===== config.mk =====
export PLATFORM = sky130hd
export DESIGN_NAME = lmi_ctrl
export DESIGN_NICKNAME = d
export VERILOG_FILES = /design/src/rtl/lmi_pkg.sv /design/src/rtl/lmi_issue.sv /design/src/rtl/lmi_track.sv /design/src/rtl/lmi_block.sv /design/src/rtl/lmi_ctrl.sv
export SDC_FILE = /design/constraint.sdc
export NUM_CORES = 1
export LEC_CHECK = 0
export ABC_AREA = 1
export BUFFER_PORTS_ARGS = -buffer_cell sky130_fd_sc_hd__clkbuf_2
export CAP_MARGIN = 20
export CORE_MARGIN = 1.5
export CORE_UTILIZATION = 45
export DETAILED_ROUTE_END_ITERATION = 8
export MAX_ROUTING_LAYER = met4
export PLACE_DENSITY_LB_ADDON = 0.2
export SYNTH_ARGS = -nofsm -noshare
export SYNTH_HDL_FRONTEND = slang
export SYNTH_SLANG_ARGS = --single-unit
export TNS_END_PERCENT = 100

===== constraint.sdc =====
create_clock -name clk -period 3.1 [get_ports clk]
set_input_delay 0.62 -clock clk [delete_from_list [all_inputs] [get_ports clk]]
set_output_delay 0.62 -clock clk [all_outputs]
set_load 0.1 [all_outputs]

===== src/rtl/lmi_pkg.sv =====
package lmi_pkg;
    localparam logic [1:0] CMD_READ  = 2'd1;
    localparam logic [1:0] CMD_LLOCK = 2'd2;
    localparam logic [3:0] FLT_NONE  = 4'h0;
    localparam logic [3:0] FLT_MCHK  = 4'hC;
endpackage


===== src/rtl/lmi_issue.sv =====
// lmi_issue: forms the cache requests for one offered load in the same cycle.
// Gates uncacheable loads on head+commit, applies split rules, counts ports
// and flags refusals. Assumes cache accept inputs are combinational replies.
module lmi_issue
    import lmi_pkg::*;
#(
    parameter int ADDR_W = 32,
    parameter int SZ_W   = 4
) (
    input  logic              ld_valid,
    input  logic [ADDR_W-1:0] ld_addr,
    input  logic [SZ_W-1:0]   ld_size,
    input  logic              ld_uncache,
    input  logic              ld_locked,
    input  logic              ld_split,
    input  logic [SZ_W-1:0]   ld_lo_size,
    input  logic [SZ_W-1:0]   ld_hi_size,
    input  logic              ld_at_head,
    input  logic              ld_at_commit,
    input  logic              cache_blocked,
    input  logic              req0_accept,
    input  logic              req1_accept,
    output logic              req0_valid,
    output logic [1:0]        req0_cmd,
    output logic [ADDR_W-1:0] req0_addr,
    output logic [SZ_W-1:0]   req0_size,
    output logic              req1_valid,
    output logic [1:0]        req1_cmd,
    output logic [ADDR_W-1:0] req1_addr,
    output logic [SZ_W-1:0]   req1_size,
    output logic [SZ_W-1:0]   req1_offset,
    output logic [1:0]        ports_used,
    output logic              retry_req,
    output logic              resched,
    output logic [3:0]        fault_code,
    output logic              go,
    output logic              split_eff,
    output logic              blk_event
);
    // Decide whether the load may issue and how many parts it has
    always_comb begin
        resched    = ld_valid && ld_uncache && !(ld_at_head && ld_at_commit);
        fault_code = resched ? FLT_MCHK : FLT_NONE;
        go         = ld_valid && !resched;
        split_eff  = ld_split && !ld_locked;
    end

    // Build both request slots; the second waits on the first's accept
    always_comb begin
        req0_valid  = go && !cache_blocked;
        req0_cmd    = ld_locked ? CMD_LLOCK : CMD_READ;
        req0_addr   = ld_addr;
        req0_size   = split_eff ? ld_lo_size : ld_size;
        req1_valid  = req0_valid && req0_accept && split_eff;
        req1_cmd    = req0_cmd;
        req1_addr   = ld_addr + ADDR_W'(ld_lo_size);
        req1_size   = ld_hi_size;
        req1_offset = ld_lo_size;
    end

    // Port count, refusal and blockage detection for this cycle
    always_comb begin
        ports_used = 2'(req0_valid) + 2'(req1_valid);
        retry_req  = (req0_valid && !req0_accept) || (req1_valid && !req1_accept);
        blk_event  = go && (cache_blocked || retry_req);
    end
endmodule


===== src/rtl/lmi_track.sv =====
// lmi_track: per-index outstanding-part counters with liveness for squash.
// Assumes a response only targets an index with parts outstanding and never
// the index being written in the same cycle; sequence numbers do not wrap.
module lmi_track #(
    parameter int DEPTH = 8,
    parameter int SEQ_W = 16,
    localparam int IDX_W = $clog2(DEPTH)
) (
    input  logic             clk,
    input  logic             rst_n,
    input  logic             wr_en,
    input  logic [IDX_W-1:0] wr_idx,
    input  logic [SEQ_W-1:0] wr_seq,
    input  logic [1:0]       wr_cnt,
    input  logic             rsp_valid,
    input  logic [IDX_W-1:0] rsp_idx,
    input  logic             squash_valid,
    input  logic [SEQ_W-1:0] squash_seq,
    output logic             done_valid,
    output logic [IDX_W-1:0] done_idx,
    output logic [SEQ_W-1:0] done_seq
);
    logic [1:0]       cnt_a   [DEPTH];
    logic             alive_a [DEPTH];
    logic [SEQ_W-1:0] seq_a   [DEPTH];

    for (genvar i = 0; i < DEPTH; i++) begin : g_ent
        logic [1:0]       cnt_q;
        logic             alive_q;
        logic [SEQ_W-1:0] seq_q;
        logic             hit_wr;
        logic             alive_n;
        logic [SEQ_W-1:0] seq_n;

        // Next liveness: a new load is live unless the same-cycle squash covers it
        always_comb begin
            hit_wr  = wr_en && (wr_idx == IDX_W'(i));
            seq_n   = hit_wr ? wr_seq : seq_q;
            alive_n = hit_wr ? 1'b1 : alive_q;
            if (squash_valid && (seq_n > squash_seq))
                alive_n = 1'b0;
        end

        // Entry state update: allocate, count down responses, apply squash
        always_ff @(posedge clk) begin
            if (!rst_n) begin
                cnt_q   <= '0;
                alive_q <= 1'b0;
                seq_q   <= '0;
            end else begin
                if (hit_wr)
                    cnt_q <= wr_cnt;
                else if (rsp_valid && rsp_idx == IDX_W'(i) && cnt_q != 2'd0)
                    cnt_q <= cnt_q - 2'd1;
                alive_q <= alive_n;
                seq_q   <= seq_n;
            end
        end

        assign cnt_a[i]   = cnt_q;
        assign alive_a[i] = alive_q;
        assign seq_a[i]   = seq_q;
    end

    // Completion when the last part of a live load returns
    always_comb begin
        done_valid = rsp_valid && (cnt_a[rsp_idx] == 2'd1) && alive_a[rsp_idx];
        done_idx   = rsp_idx;
        done_seq   = seq_a[rsp_idx];
    end
endmodule


===== src/rtl/lmi_block.sv =====
// lmi_block: keeps the oldest load that met a blocked or refusing cache.
// A new blockage wins over same-cycle clear and handled controls.
module lmi_block #(
    parameter int SEQ_W = 16
) (
    input  logic             clk,
    input  logic             rst_n,
    input  logic             blk_event,
    input  logic [SEQ_W-1:0] ev_seq,
    input  logic             blk_clear,
    input  logic             blk_handled_set,
    output logic             blk_flag,
    output logic             blk_handled,
    output logic [SEQ_W-1:0] blk_seq
);
    logic take;

    // Accept a new record if none is held or the newcomer is not younger
    always_comb take = blk_event && (!blk_flag || ev_seq <= blk_seq);

    // Record register with control inputs
    always_ff @(posedge clk) begin
        if (!rst_n) begin
            blk_flag    <= 1'b0;
            blk_handled <= 1'b0;
            blk_seq     <= '0;
        end else if (take) begin
            blk_flag    <= 1'b1;
            blk_handled <= 1'b0;
            blk_seq     <= ev_seq;
        end else begin
            if (blk_clear)       blk_flag    <= 1'b0;
            if (blk_handled_set) blk_handled <= 1'b1;
        end
    end
endmodule


===== src/rtl/lmi_ctrl.sv =====
// lmi_ctrl: top of the load memory issue controller. Joins request forming,
// outstanding tracking and blocked-load recording. Assumes one load offered
// per cycle and combinational accept replies from the cache.
module lmi_ctrl
    import lmi_pkg::*;
#(
    parameter int ADDR_W = 32,
    parameter int SZ_W   = 4,
    parameter int SEQ_W  = 16,
    parameter int DEPTH  = 8,
    localparam int IDX_W = $clog2(DEPTH)
) (
    input  logic              clk,
    input  logic              rst_n,
    input  logic              ld_valid,
    input  logic [IDX_W-1:0]  ld_idx,
    input  logic [SEQ_W-1:0]  ld_seq,
    input  logic [ADDR_W-1:0] ld_addr,
    input  logic [SZ_W-1:0]   ld_size,
    input  logic              ld_uncache,
    input  logic              ld_locked,
    input  logic              ld_split,
    input  logic [SZ_W-1:0]   ld_lo_size,
    input  logic [SZ_W-1:0]   ld_hi_size,
    input  logic              ld_at_head,
    input  logic              ld_at_commit,
    input  logic              cache_blocked,
    output logic              req0_valid,
    input  logic              req0_accept,
    output logic [1:0]        req0_cmd,
    output logic [ADDR_W-1:0] req0_addr,
    output logic [SZ_W-1:0]   req0_size,
    output logic              req1_valid,
    input  logic              req1_accept,
    output logic [1:0]        req1_cmd,
    output logic [ADDR_W-1:0] req1_addr,
    output logic [SZ_W-1:0]   req1_size,
    output logic [SZ_W-1:0]   req1_offset,
    output logic [1:0]        ports_used,
    output logic              retry_req,
    output logic              resched,
    output logic [3:0]        fault_code,
    input  logic              rsp_valid,
    input  logic [IDX_W-1:0]  rsp_idx,
    output logic              done_valid,
    output logic [IDX_W-1:0]  done_idx,
    output logic [SEQ_W-1:0]  done_seq,
    input  logic              squash_valid,
    input  logic [SEQ_W-1:0]  squash_seq,
    input  logic              blk_clear,
    input  logic              blk_handled_set,
    output logic              blk_flag,
    output logic              blk_handled,
    output logic [SEQ_W-1:0]  blk_seq
);
    logic       go;
    logic       split_eff;
    logic       blk_event;
    logic       wr_en;
    logic [1:0] wr_cnt;

    lmi_issue #(.ADDR_W(ADDR_W), .SZ_W(SZ_W)) u_issue (
        .ld_valid(ld_valid), .ld_addr(ld_addr), .ld_size(ld_size),
        .ld_uncache(ld_uncache), .ld_locked(ld_locked), .ld_split(ld_split),
        .ld_lo_size(ld_lo_size), .ld_hi_size(ld_hi_size),
        .ld_at_head(ld_at_head), .ld_at_commit(ld_at_commit),
        .cache_blocked(cache_blocked),
        .req0_accept(req0_accept), .req1_accept(req1_accept),
        .req0_valid(req0_valid), .req0_cmd(req0_cmd), .req0_addr(req0_addr),
        .req0_size(req0_size),
        .req1_valid(req1_valid), .req1_cmd(req1_cmd), .req1_addr(req1_addr),
        .req1_size(req1_size), .req1_offset(req1_offset),
        .ports_used(ports_used), .retry_req(retry_req), .resched(resched),
        .fault_code(fault_code), .go(go), .split_eff(split_eff),
        .blk_event(blk_event)
    );

    // Outstanding count to record: only when the first part was accepted
    always_comb begin
        wr_en  = req0_valid && req0_accept;
        wr_cnt = (split_eff && req1_accept) ? 2'd2 : 2'd1;
    end

    lmi_track #(.DEPTH(DEPTH), .SEQ_W(SEQ_W)) u_track (
        .clk(clk), .rst_n(rst_n),
        .wr_en(wr_en), .wr_idx(ld_idx), .wr_seq(ld_seq), .wr_cnt(wr_cnt),
        .rsp_valid(rsp_valid), .rsp_idx(rsp_idx),
        .squash_valid(squash_valid), .squash_seq(squash_seq),
        .done_valid(done_valid), .done_idx(done_idx), .done_seq(done_seq)
    );

    lmi_block #(.SEQ_W(SEQ_W)) u_block (
        .clk(clk), .rst_n(rst_n),
        .blk_event(blk_event), .ev_seq(ld_seq),
        .blk_clear(blk_clear), .blk_handled_set(blk_handled_set),
        .blk_flag(blk_flag), .blk_handled(blk_handled), .blk_seq(blk_seq)
    );
endmodule


* Word-level counts from Yosys, hierarchy flattened *
Index checks and enable logic that the tools add are counted.

cells by class
  add/sub/neg operators = 10
  order comparisons = 10
  equality and inequality tests = 15
  multiplexer cells = 39
  bitwise logic cells = 2
  reduce and logical (&&, ||, !) cells = 85

operators by type and width
  operator                                                   count
  2-to-1 mux 16 bit                                          10
  greater-than comparator 16 bit                             8
  binary-select mux 16 bit (select 3 bit)                    1
  logical AND 1 bit                                          47
  2-to-1 mux 2 bit                                           20
  nonzero test 2 bit                                         17
  adder 32 x 4 -> 32 bit                                     1
  equality test 3 bit (second input constant)                8
  OR reduction 2 bit                                         9
  <= comparator 16 bit                                       1
  subtractor 2 x 1 -> 2 bit (second input constant)          8
  equality test 3 x 2 -> 1 bit (second input constant)       4
  2-to-1 mux 4 bit                                           2
  zero test 1 bit                                            7
  binary-select mux 2 bit (select 3 bit)                     1
  equality test 3 x 1 -> 1 bit (second input constant)       2
  zero test 3 bit                                            2
  greater-or-equal comparator 4 bit (second input constant)  1
  2-to-1 mux 1 bit                                           4
  inverter 3 -> 4 bit                                        1
  binary-select mux 1 bit (select 3 bit)                     1
  logical OR 1 bit                                           3
  adder 1 x 1 -> 2 bit                                       1
  equality test 2 x 1 -> 1 bit (second input constant)       1
  inverter 1 bit                                             1

word-level totals
  bits in registers = 170
  output and inout bits = 128
  logic and storage cells = 188

* Logic depth before layout (Yosys ltp) *
Gate-level depths: netlist of run 1.

  word-level depth = 14
  mapped depth = 17
  depth with buffers taken out = 17

* Cells and area by module *
From an unflattened synthesis of run 1, not the netlist that was laid out.

second synthesis, totals
  cells, all modules = 2071
  area total of the unflattened synthesis = 13162.6 sq um

modules (own cells, without submodules)
  module     instances  cells an instance  area each (sq um)  sequential area each (sq um)
  lmi_track  1          1572               10207.3            3042.9
  lmi_issue  1          310                1669.1             0.0
  lmi_block  1          185                1268.7             360.3
  lmi_ctrl   1          4                  17.5               0.0

* Least setup slack after synthesis of run 1 *
No wires, ideal clock.

  path type = input-to-output
  from = in ld_locked
  to = out ports_used[1]
  arrival = 4.803 ns
  data required time = 2.480 ns
  setup slack = -2.323 ns
  stages = 4
  buffers on the path = 0
  cell sequence = inv_1 -> nand2_1 -> nor3_1 -> ha_1

on the way
  cells in the longest elaborated chain, start to end = 4

RTL lines
  element               RTL line         RTL
  start: declaration    lmi_ctrl.sv:21   input logic ld_locked,
  zero test 1 bit       lmi_issue.sv:45  split_eff = ld_split && !ld_locked;
  logical AND 1 bit     lmi_issue.sv:45
  logical AND 1 bit     lmi_issue.sv:54  req1_valid = req0_valid && req0_accept && split_eff;
  named net req1_valid  lmi_ctrl.sv:33   output logic req1_valid,
  adder 1 x 1 -> 2 bit  lmi_issue.sv:63  ports_used = 2'(req0_valid) + 2'(req1_valid);
  end: declaration      lmi_ctrl.sv:39   output logic [1:0] ports_used,

The timed path passes the listed nets, and every way through them passes these cells.

* Final worst setup path of run 1 *
  from = in ld_lo_size[0]
  to = out req1_addr[22]

on the way
  cells in the longest elaborated chain, start to end = 1

RTL lines
  element                 RTL line         RTL
  start: declaration      lmi_ctrl.sv:23   input logic [SZ_W-1:0] ld_lo_size,
  adder 32 x 4 -> 32 bit  lmi_issue.sv:56  req1_addr = ld_addr + ADDR_W'(ld_lo_size);
  end: declaration        lmi_ctrl.sv:36   output logic [ADDR_W-1:0] req1_addr,

No other way between the ends.

==> metrics.cfg, run 1 <==
[logic_synthesis]
syn-cell-area_mm2 = 0.0129
most_instantiated_cells_after_synthesis = 445 x sky130_fd_sc_hd__nand2_1, 207 x sky130_fd_sc_hd__inv_1, 198 x sky130_fd_sc_hd__nor2_1
synth_enable_flop_cells = 0
mean_syn_cell_area_um2 = 6.93
synth_ff_type = sky130_fd_sc_hd__dfxtp_1
post-synth-top-area-cell = sky130_fd_sc_hd__dfxtp_1
synth_seq_cells = 170
yosysTopAreaCellShare_pct = 26.4
synth.yosys.seq_area_share_pct = 26.4
ys_async_sr_fraction_pct = 0
synth_cell_types = 46
post-synth-top-count-cell = sky130_fd_sc_hd__nand2_1
ys_top_cells_by_area = sky130_fd_sc_hd__dfxtp_1 26%, sky130_fd_sc_hd__ha_1 15%, sky130_fd_sc_hd__nand2_1 13%, sky130_fd_sc_hd__a21oi_1 6.5%, sky130_fd_sc_hd__inv_1 6.0%
yosysWarningCount = 0
synthesis.instances = 1859

[sta]
worstMarginPinSlew_ns = 0.868
grt_setup_unrepaired = yes
hold_ws_ns = 0.428
final-hold-violation-count = 0
period_share_pct = 98.2
post-route-min-period_ns = 3.04
post-route-worst-setup-slack_ns = 0.0555
relSlewSlack_pct = 42.2
maxSlewViolCount = 0
skew_ns = 0.00855
fin_tns_setup_ns = 0
setup_viol = 0
fmax_mhz = 328

[worst_setup_path]
critical_path_class = input pin to primary output
critPathLaunchType = input pin
worst_path_largest_cell_delay_ns = 0.38
critical_path.slowest_cell = sky130_fd_sc_hd__fa_2
crit_path_leading_delay_family = buffers and inverters
timing.critical_path.arrival_ns = 2.42
cp_bufs_invs = 5
end_kind = primary output
cpMostUsedCell = sky130_fd_sc_hd__buf_4
crit_path_max_fanout = 6
timing.critical_path.required_ns = 2.48
cp_cell_sequence = clkbuf_2 -> ha_4 -> inv_1 -> fa_2 -> o21ai_4 -> nand3_4 -> buf_4 -> nor3_2 -> buf_4 -> xor2_4 -> buf_12

[routing]
drc = 0
routed_via_density = 5.34
totalWireLength_mm = 40.8
dr.first_iter.drc_count = 951
dr_total_vias = 12972
detail-route-antenna-nets = 0
wire_per_inst_um = 16.8
drt_pre_antenna_iters = 5

[clocking]
clock_sink_total = 170
clock_tree_from_tritoncts = done
hold_fix_buffers_at_cts = 0
clk_pin_slew_worst_paths_ns = 0.07
clock_tree.buffer_depth = 2
cts_made_buffers = 17
clock_latency_on_the_worst_skew_pair_ns = 0.44
cts.htree.levels = 4
cts_root_buffer = sky130_fd_sc_hd__clkbuf_16

[floorplanning]
chipWidth_um = 172
core-area_mm2 = 0.0280
initial_utilization_pct = 46.0
rows = 61
fp.dieArea_mm2 = 0.0297
chipHeight_um = 172
top_ports = 225

[cells_and_area]
antenna_cells = 0
final_net_count = 2291
layout-drive-gt1-share_pct = 22.7
area_added_between_synthesis_and_finish_pct = 25.0
fin_util_pct = 57.5
stdcell_area_mm2 = 0.0161

[grt]
grt_overflow_total = 0
grt_max_degree = 70
grt_pass1_vias = 12208
grt_pass1_wl_mm = 63.9
grt_util_all_layers_pct = 28.7
antenna_found_initial = 0

[placement]
detailed_placement_wirelength_estimate_mm = 32.0
setup_slack_placement_ns = -0.0752
place.port_buffers = 214
placement.cell_area_mm2 = 0.0155
place_congestion = 0.943

[min_path]
min_path_type = input pin to register

[pwr]
leakage_nw = 7.50
cellPowerDensity_mw_per_mm2 = 387
vdd.ir_drop.worst_mv = 0.277

[run]
max_cap_violations = 0

[outcome]
run_status = finished, final reports clean

## layout by cell type (no fill, tap or decap), types with 8 or more instances in the layout
cell type                   netlist  routed
sky130_fd_sc_hd__xor2_1          25       8
sky130_fd_sc_hd__clkbuf_2         0     168
sky130_fd_sc_hd__nor2_2          10      15
sky130_fd_sc_hd__o21ai_0         66      64
sky130_fd_sc_hd__a21oi_1        168     167
sky130_fd_sc_hd__dfxtp_1        170     170
sky130_fd_sc_hd__nor3_1          15      12
sky130_fd_sc_hd__nor2_1         198     192
sky130_fd_sc_hd__nand2_1        445     441
sky130_fd_sc_hd__inv_2           12      11
sky130_fd_sc_hd__a211oi_1        13      13
sky130_fd_sc_hd__inv_1          207     206
sky130_fd_sc_hd__nand4_1         20      20
sky130_fd_sc_hd__a31oi_1         16       8
sky130_fd_sc_hd__xor2_4           0      10
sky130_fd_sc_hd__ha_1           157     155
sky130_fd_sc_hd__a22oi_1         34      34
sky130_fd_sc_hd__buf_4           53      50
sky130_fd_sc_hd__a31oi_2          0       8
sky130_fd_sc_hd__nand3_1         55      54
sky130_fd_sc_hd__buf_12           0      52
sky130_fd_sc_hd__clkbuf_16        0      17
sky130_fd_sc_hd__o21ai_2         55      56
## layout make-up
cell class | instances | area, µm²
inverter | 224 | 850
fill | 2684 | 11900
multi-input combinational | 1353 | 8540
clock inverter | 14 | 146
sequential | 170 | 3400
timing repair buffer | 270 | 2260
tap | 378 | 473
clock buffer | 18 | 439
## sequential cells by signal, summed over array words and instances (netlist names)
signal	count
u_track.g_ent.cnt_q	16
u_block.blk_flag	1
u_block.blk_handled	1
u_track.g_ent.seq_q	128
u_track.g_ent.alive_q	8
u_block.blk_seq	16
## what timing repair did
item,in CTS,in global routing
buffers inserted,0,4
resized for setup,0,1
hold endpoints to repair,0,0
endpoints found under the setup margin,0,6
## worst register-to-register path: stages (launching register included)
cell                      delay (ns)
sky130_fd_sc_hd__dfxtp_1        0.37
sky130_fd_sc_hd__inv_1          0.06
sky130_fd_sc_hd__ha_1           0.29
sky130_fd_sc_hd__nand2_1        0.09
sky130_fd_sc_hd__nor2_1         0.18
sky130_fd_sc_hd__nand4_1        0.17
sky130_fd_sc_hd__o21a_1         0.21
sky130_fd_sc_hd__nand2_1        0.06
sky130_fd_sc_hd__buf_4          0.32
sky130_fd_sc_hd__nand3_1        0.14
sky130_fd_sc_hd__nand2_1        0.09
sky130_fd_sc_hd__nor2_1         0.04
## metal layers
layer / track usage (%) / part of all wire (%)
met4: 9.94 / 3.1
met5: - / 0
met3: 3.34 / 5.0
met1: 35.2 / 44
met2: 48.8 / 48
## per-stage QoR
stage	total power [mW]	std cells
after global placement	4.08	2391
after detailed placement	4.10	2391
after floorplan	3.63	1860
final	6.24	2427
after CTS	6.25	2423
after global routing	6.46	2427
## power by group
group / internal [mW] / leakage (nW) / switching, mW
combinational: 0.456 / 5.85 / 1.36
clock: 1.21 / 0.283 / 0.971
sequential: 2.22 / 1.37 / 0.0230
total: 3.88 / 7.50 / 2.36
## final timing paths
check | end | slack (ns) | cells past startpoint | start
min | u_block.blk_flag | 0.43 | 4 | blk_clear
min reg2reg | u_block.blk_flag | 0.49 | 2 | u_block.blk_flag
max | req1_addr[22] | 0.06 | 11 | ld_lo_size[0]
max reg2reg | u_block.blk_seq[3] | 0.99 | 11 | u_block.blk_seq[7]
## logic make-up (layout without fill, tap and decap cells)
logic type | after synthesis | after routing | synth area share, %
AND/OR/NAND/NOR | 771 | 771 | 24.9
AO/OA/AOI/OAI | 386 | 386 | 18.6
buffers and inverters | 337 | 526 | 12.2
flip-flops | 170 | 170 | 26.4
adder cells (fa/ha/maj) | 158 | 158 | 15.4
XOR/XNOR | 36 | 36 | 2.45
other | 1 | 2 | 0.0291
(Power assumes the default switching activity.)
==> run 2: changes to the inputs <==
--- a/config.mk
+++ b/config.mk
@@ -9,7 +9,7 @@
 export BUFFER_PORTS_ARGS = -buffer_cell sky130_fd_sc_hd__clkbuf_2
 export CAP_MARGIN = 20
 export CORE_MARGIN = 1.5
-export CORE_UTILIZATION = 45
+export CORE_UTILIZATION = 30
 export DETAILED_ROUTE_END_ITERATION = 8
 export MAX_ROUTING_LAYER = met4
 export PLACE_DENSITY_LB_ADDON = 0.2
==> run 2 against run 1 <==
  * Sequential share of layout area fell by 0.49 points
  * Via count fell by 1.2%
  * Clock skew rose by 0.0040 ns
  * Critical endpoint is now req1_addr[14]
  * Largest power group unchanged
==> metrics.cfg, run 2 (same netlist as run 1, synthesis figures left out) <==
[outcome]
run_status = finished, final reports clean

[cells_and_area]
stdcell_area_mm2 = 0.0165  ; +2.4%
seq_area_mm2 = 0.00340  ; unchanged
layout.cells.most_common = sky130_fd_sc_hd__nand2_1
mostFrequentLayoutCells = 441 x sky130_fd_sc_hd__nand2_1, 205 x sky130_fd_sc_hd__inv_1, 191 x sky130_fd_sc_hd__nor2_1
biggest_registers_after_layout = u_track.g_ent.seq_q: 128 flops, u_block.blk_seq: 16 flops, u_track.g_ent.cnt_q: 16 flops
largest_register = u_track.g_ent.seq_q
largest_register_ff_count = 128  ; unchanged
final_net_count = 2308  ; +0.74%
nFillCells = 4351  ; +62%
area_added_between_synthesis_and_finish_pct = 28.0
area_of_the_multi_input_gates_mm2 = 0.00857  ; +0.32%
layout-drive-gt1-share_pct = 23.5  ; +0.83 points

[sta]
grt_setup_unrepaired = no
period_share_pct = 96.4  ; -1.8 points
setup_viol = 0  ; unchanged
maxSlewViolCount = 0  ; unchanged
hold_ws_ns = 0.422  ; -0.00601 ns
final-hold-violation-count = 0  ; unchanged
fmax_mhz = 335  ; +1.9%
worstMarginPinSlew_ns = 0.567  ; -0.301 ns
relSlewSlack_pct = 62.4  ; +20 points
post-route-min-period_ns = 2.99  ; -0.0566 ns
skew_ns = 0.0126  ; +0.00404 ns

[worst_setup_path]
cp-startpoint = ld_addr[0]
timing.critical_path.required_ns = 2.48  ; about the same
critPathLaunchType = input pin
timing.critical_path.arrival_ns = 2.37  ; -0.05 ns
worst_r2r_path_depth = 11  ; unchanged
end_kind = primary output
startpoint_of_the_most_critical_register_to_register_path = u_block.blk_seq[7]
worstReg2RegEnd = u_block.blk_seq[14]
crit_path_max_fanout = 6  ; unchanged
worst-r2r-setup-slack_ns = 1.02  ; +0.03 ns
critical_path_class = input pin to primary output

[routing]
drt_pre_antenna_iters = 5  ; unchanged
routed_via_density = 4.92  ; -8.0%
dr.first_iter.drc_count = 786  ; -17%
detail-route-antenna-nets = 0  ; unchanged
totalWireLength_mm = 44.4  ; +9.0%
dr_total_vias = 12817  ; -1.2%
wire_per_inst_um = 17.0  ; +1.5%
drc = 0  ; unchanged

[pwr]
vdd.ir_drop.worst_mv = 0.384  ; +39%
leakage_nw = 7.60  ; +1.2%
cellPowerDensity_mw_per_mm2 = 381  ; -1.5%
finalPower_mw = 6.29  ; +0.81%

[clocking]
cts_made_buffers = 17  ; unchanged
cts_setup_buffers = 0  ; unchanged
clock_tree.buffer_depth = 2  ; unchanged
clk_pin_slew_worst_paths_ns = 0.08  ; about the same
cts.htree.levels = 4  ; unchanged
hold_fix_buffers_at_cts = 0  ; unchanged
clock_sink_total = 170  ; unchanged
clock_tree_from_tritoncts = done
clock_latency_on_the_worst_skew_pair_ns = 0.45  ; about the same
count_of_instances_resized_after_the_clock_tree_is_built = 0  ; unchanged
cts_root_buffer = sky130_fd_sc_hd__clkbuf_16

[placement]
detailed_placement_wirelength_estimate_mm = 35.7  ; +12%
place_congestion = 0.906  ; -3.9%
place.port_buffers = 214  ; unchanged
placement.cell_area_mm2 = 0.0159  ; +2.4%

[grt]
grt_pass1_wl_mm = 69.4  ; +8.6%
grt_max_degree = 45  ; -36%
antenna_found_initial = 1  ; +1
grt_util_all_layers_pct = 20.9  ; -7.8 points
grt_overflow_total = 0  ; unchanged
grt_pass1_vias = 12431  ; +1.8%

[min_path]
worst_hold_path_cell_count = 4  ; unchanged
whs_endpoint = u_block.blk_flag
min_path_type = input pin to register
hold_start = blk_clear

[floorplanning]
top_ports = 225  ; unchanged
fp.dieArea_mm2 = 0.0442  ; +49%
rows = 75  ; +23%
initial_utilization_pct = 30.6  ; -15 points
chipWidth_um = 210  ; +22%
core-area_mm2 = 0.0421  ; +50%
chipHeight_um = 210  ; +22%

[run]
max_cap_violations = 0  ; unchanged

[run 2: metal layers]
| metal | routed length (µm) | share of wire, % | global-route usage [%] |
|---|---|---|---|
| met5 | 0 | 0 | - |
| met4 | 667 | 1.5 | 5.38 |
| met3 | 1620 | 3.6 | 2.09 |
| met2 | 22100 | 50 | 35.9 |
| met1 | 20100 | 45 | 26.2 |
[run 2: worst max-delay path by stage]
| stage | slack, ns | endpoint |
|---|---|---|
| after floorplan | -0.25 | req1_addr[2] |
| after global placement | 0.04 | u_track.g_ent[7].alive_q |
| after detailed placement | -0.03 | u_track.g_ent[7].alive_q |
| after CTS | 0.02 | req1_addr[30] |
| after global routing | 0.009 | req1_addr[14] |
| final | 0.11 | req1_addr[14] |
[run 2: layout make-up]
class                           count  share of cell area (%)
Multi-Input combinational cell   1353                    52.0
Tap cell                          539                    4.09
Antenna cell                        1                  0.0152
Clock buffer                       17                    2.58
Clock inverter                     15                   0.956
Sequential cell                   170                    20.6
Timing Repair Buffer              287                    14.6
Inverter                          224                    5.15
[run 2: through the flow]
stage	cells	util (%)	setup slack, ns	setup TNS (ns)
after global routing	2606	39.1	0.00884	0
final	2606	39.1	0.112	0
after CTS	2605	39.0	0.0175	0
after global placement	2573	37.7	0.0416	0
after floorplan	1860	-	-0.250	-0.624
after detailed placement	2573	37.7	-0.0267	-0.0267
[run 2: critical path, cell delays in order]
cell and delay (ns):
sky130_fd_sc_hd__buf_6 0.08, sky130_fd_sc_hd__ha_4 0.14, sky130_fd_sc_hd__inv_2 0.04, sky130_fd_sc_hd__fa_2 0.38, sky130_fd_sc_hd__o21ai_4 0.18, sky130_fd_sc_hd__nand3_4 0.18
sky130_fd_sc_hd__nor4_4 0.21, sky130_fd_sc_hd__buf_4 0.19, sky130_fd_sc_hd__xor2_4 0.15, sky130_fd_sc_hd__buf_12 0.19
[run 2: power breakdown]
part | switching (mW) | total, mW | internal (mW) | leakage [nW]
Combinational | 1.38 | 1.85 | 0.469 | 5.93
Clock | 1.06 | 2.20 | 1.14 | 0.290
Sequential | 0.0233 | 2.24 | 2.21 | 1.37
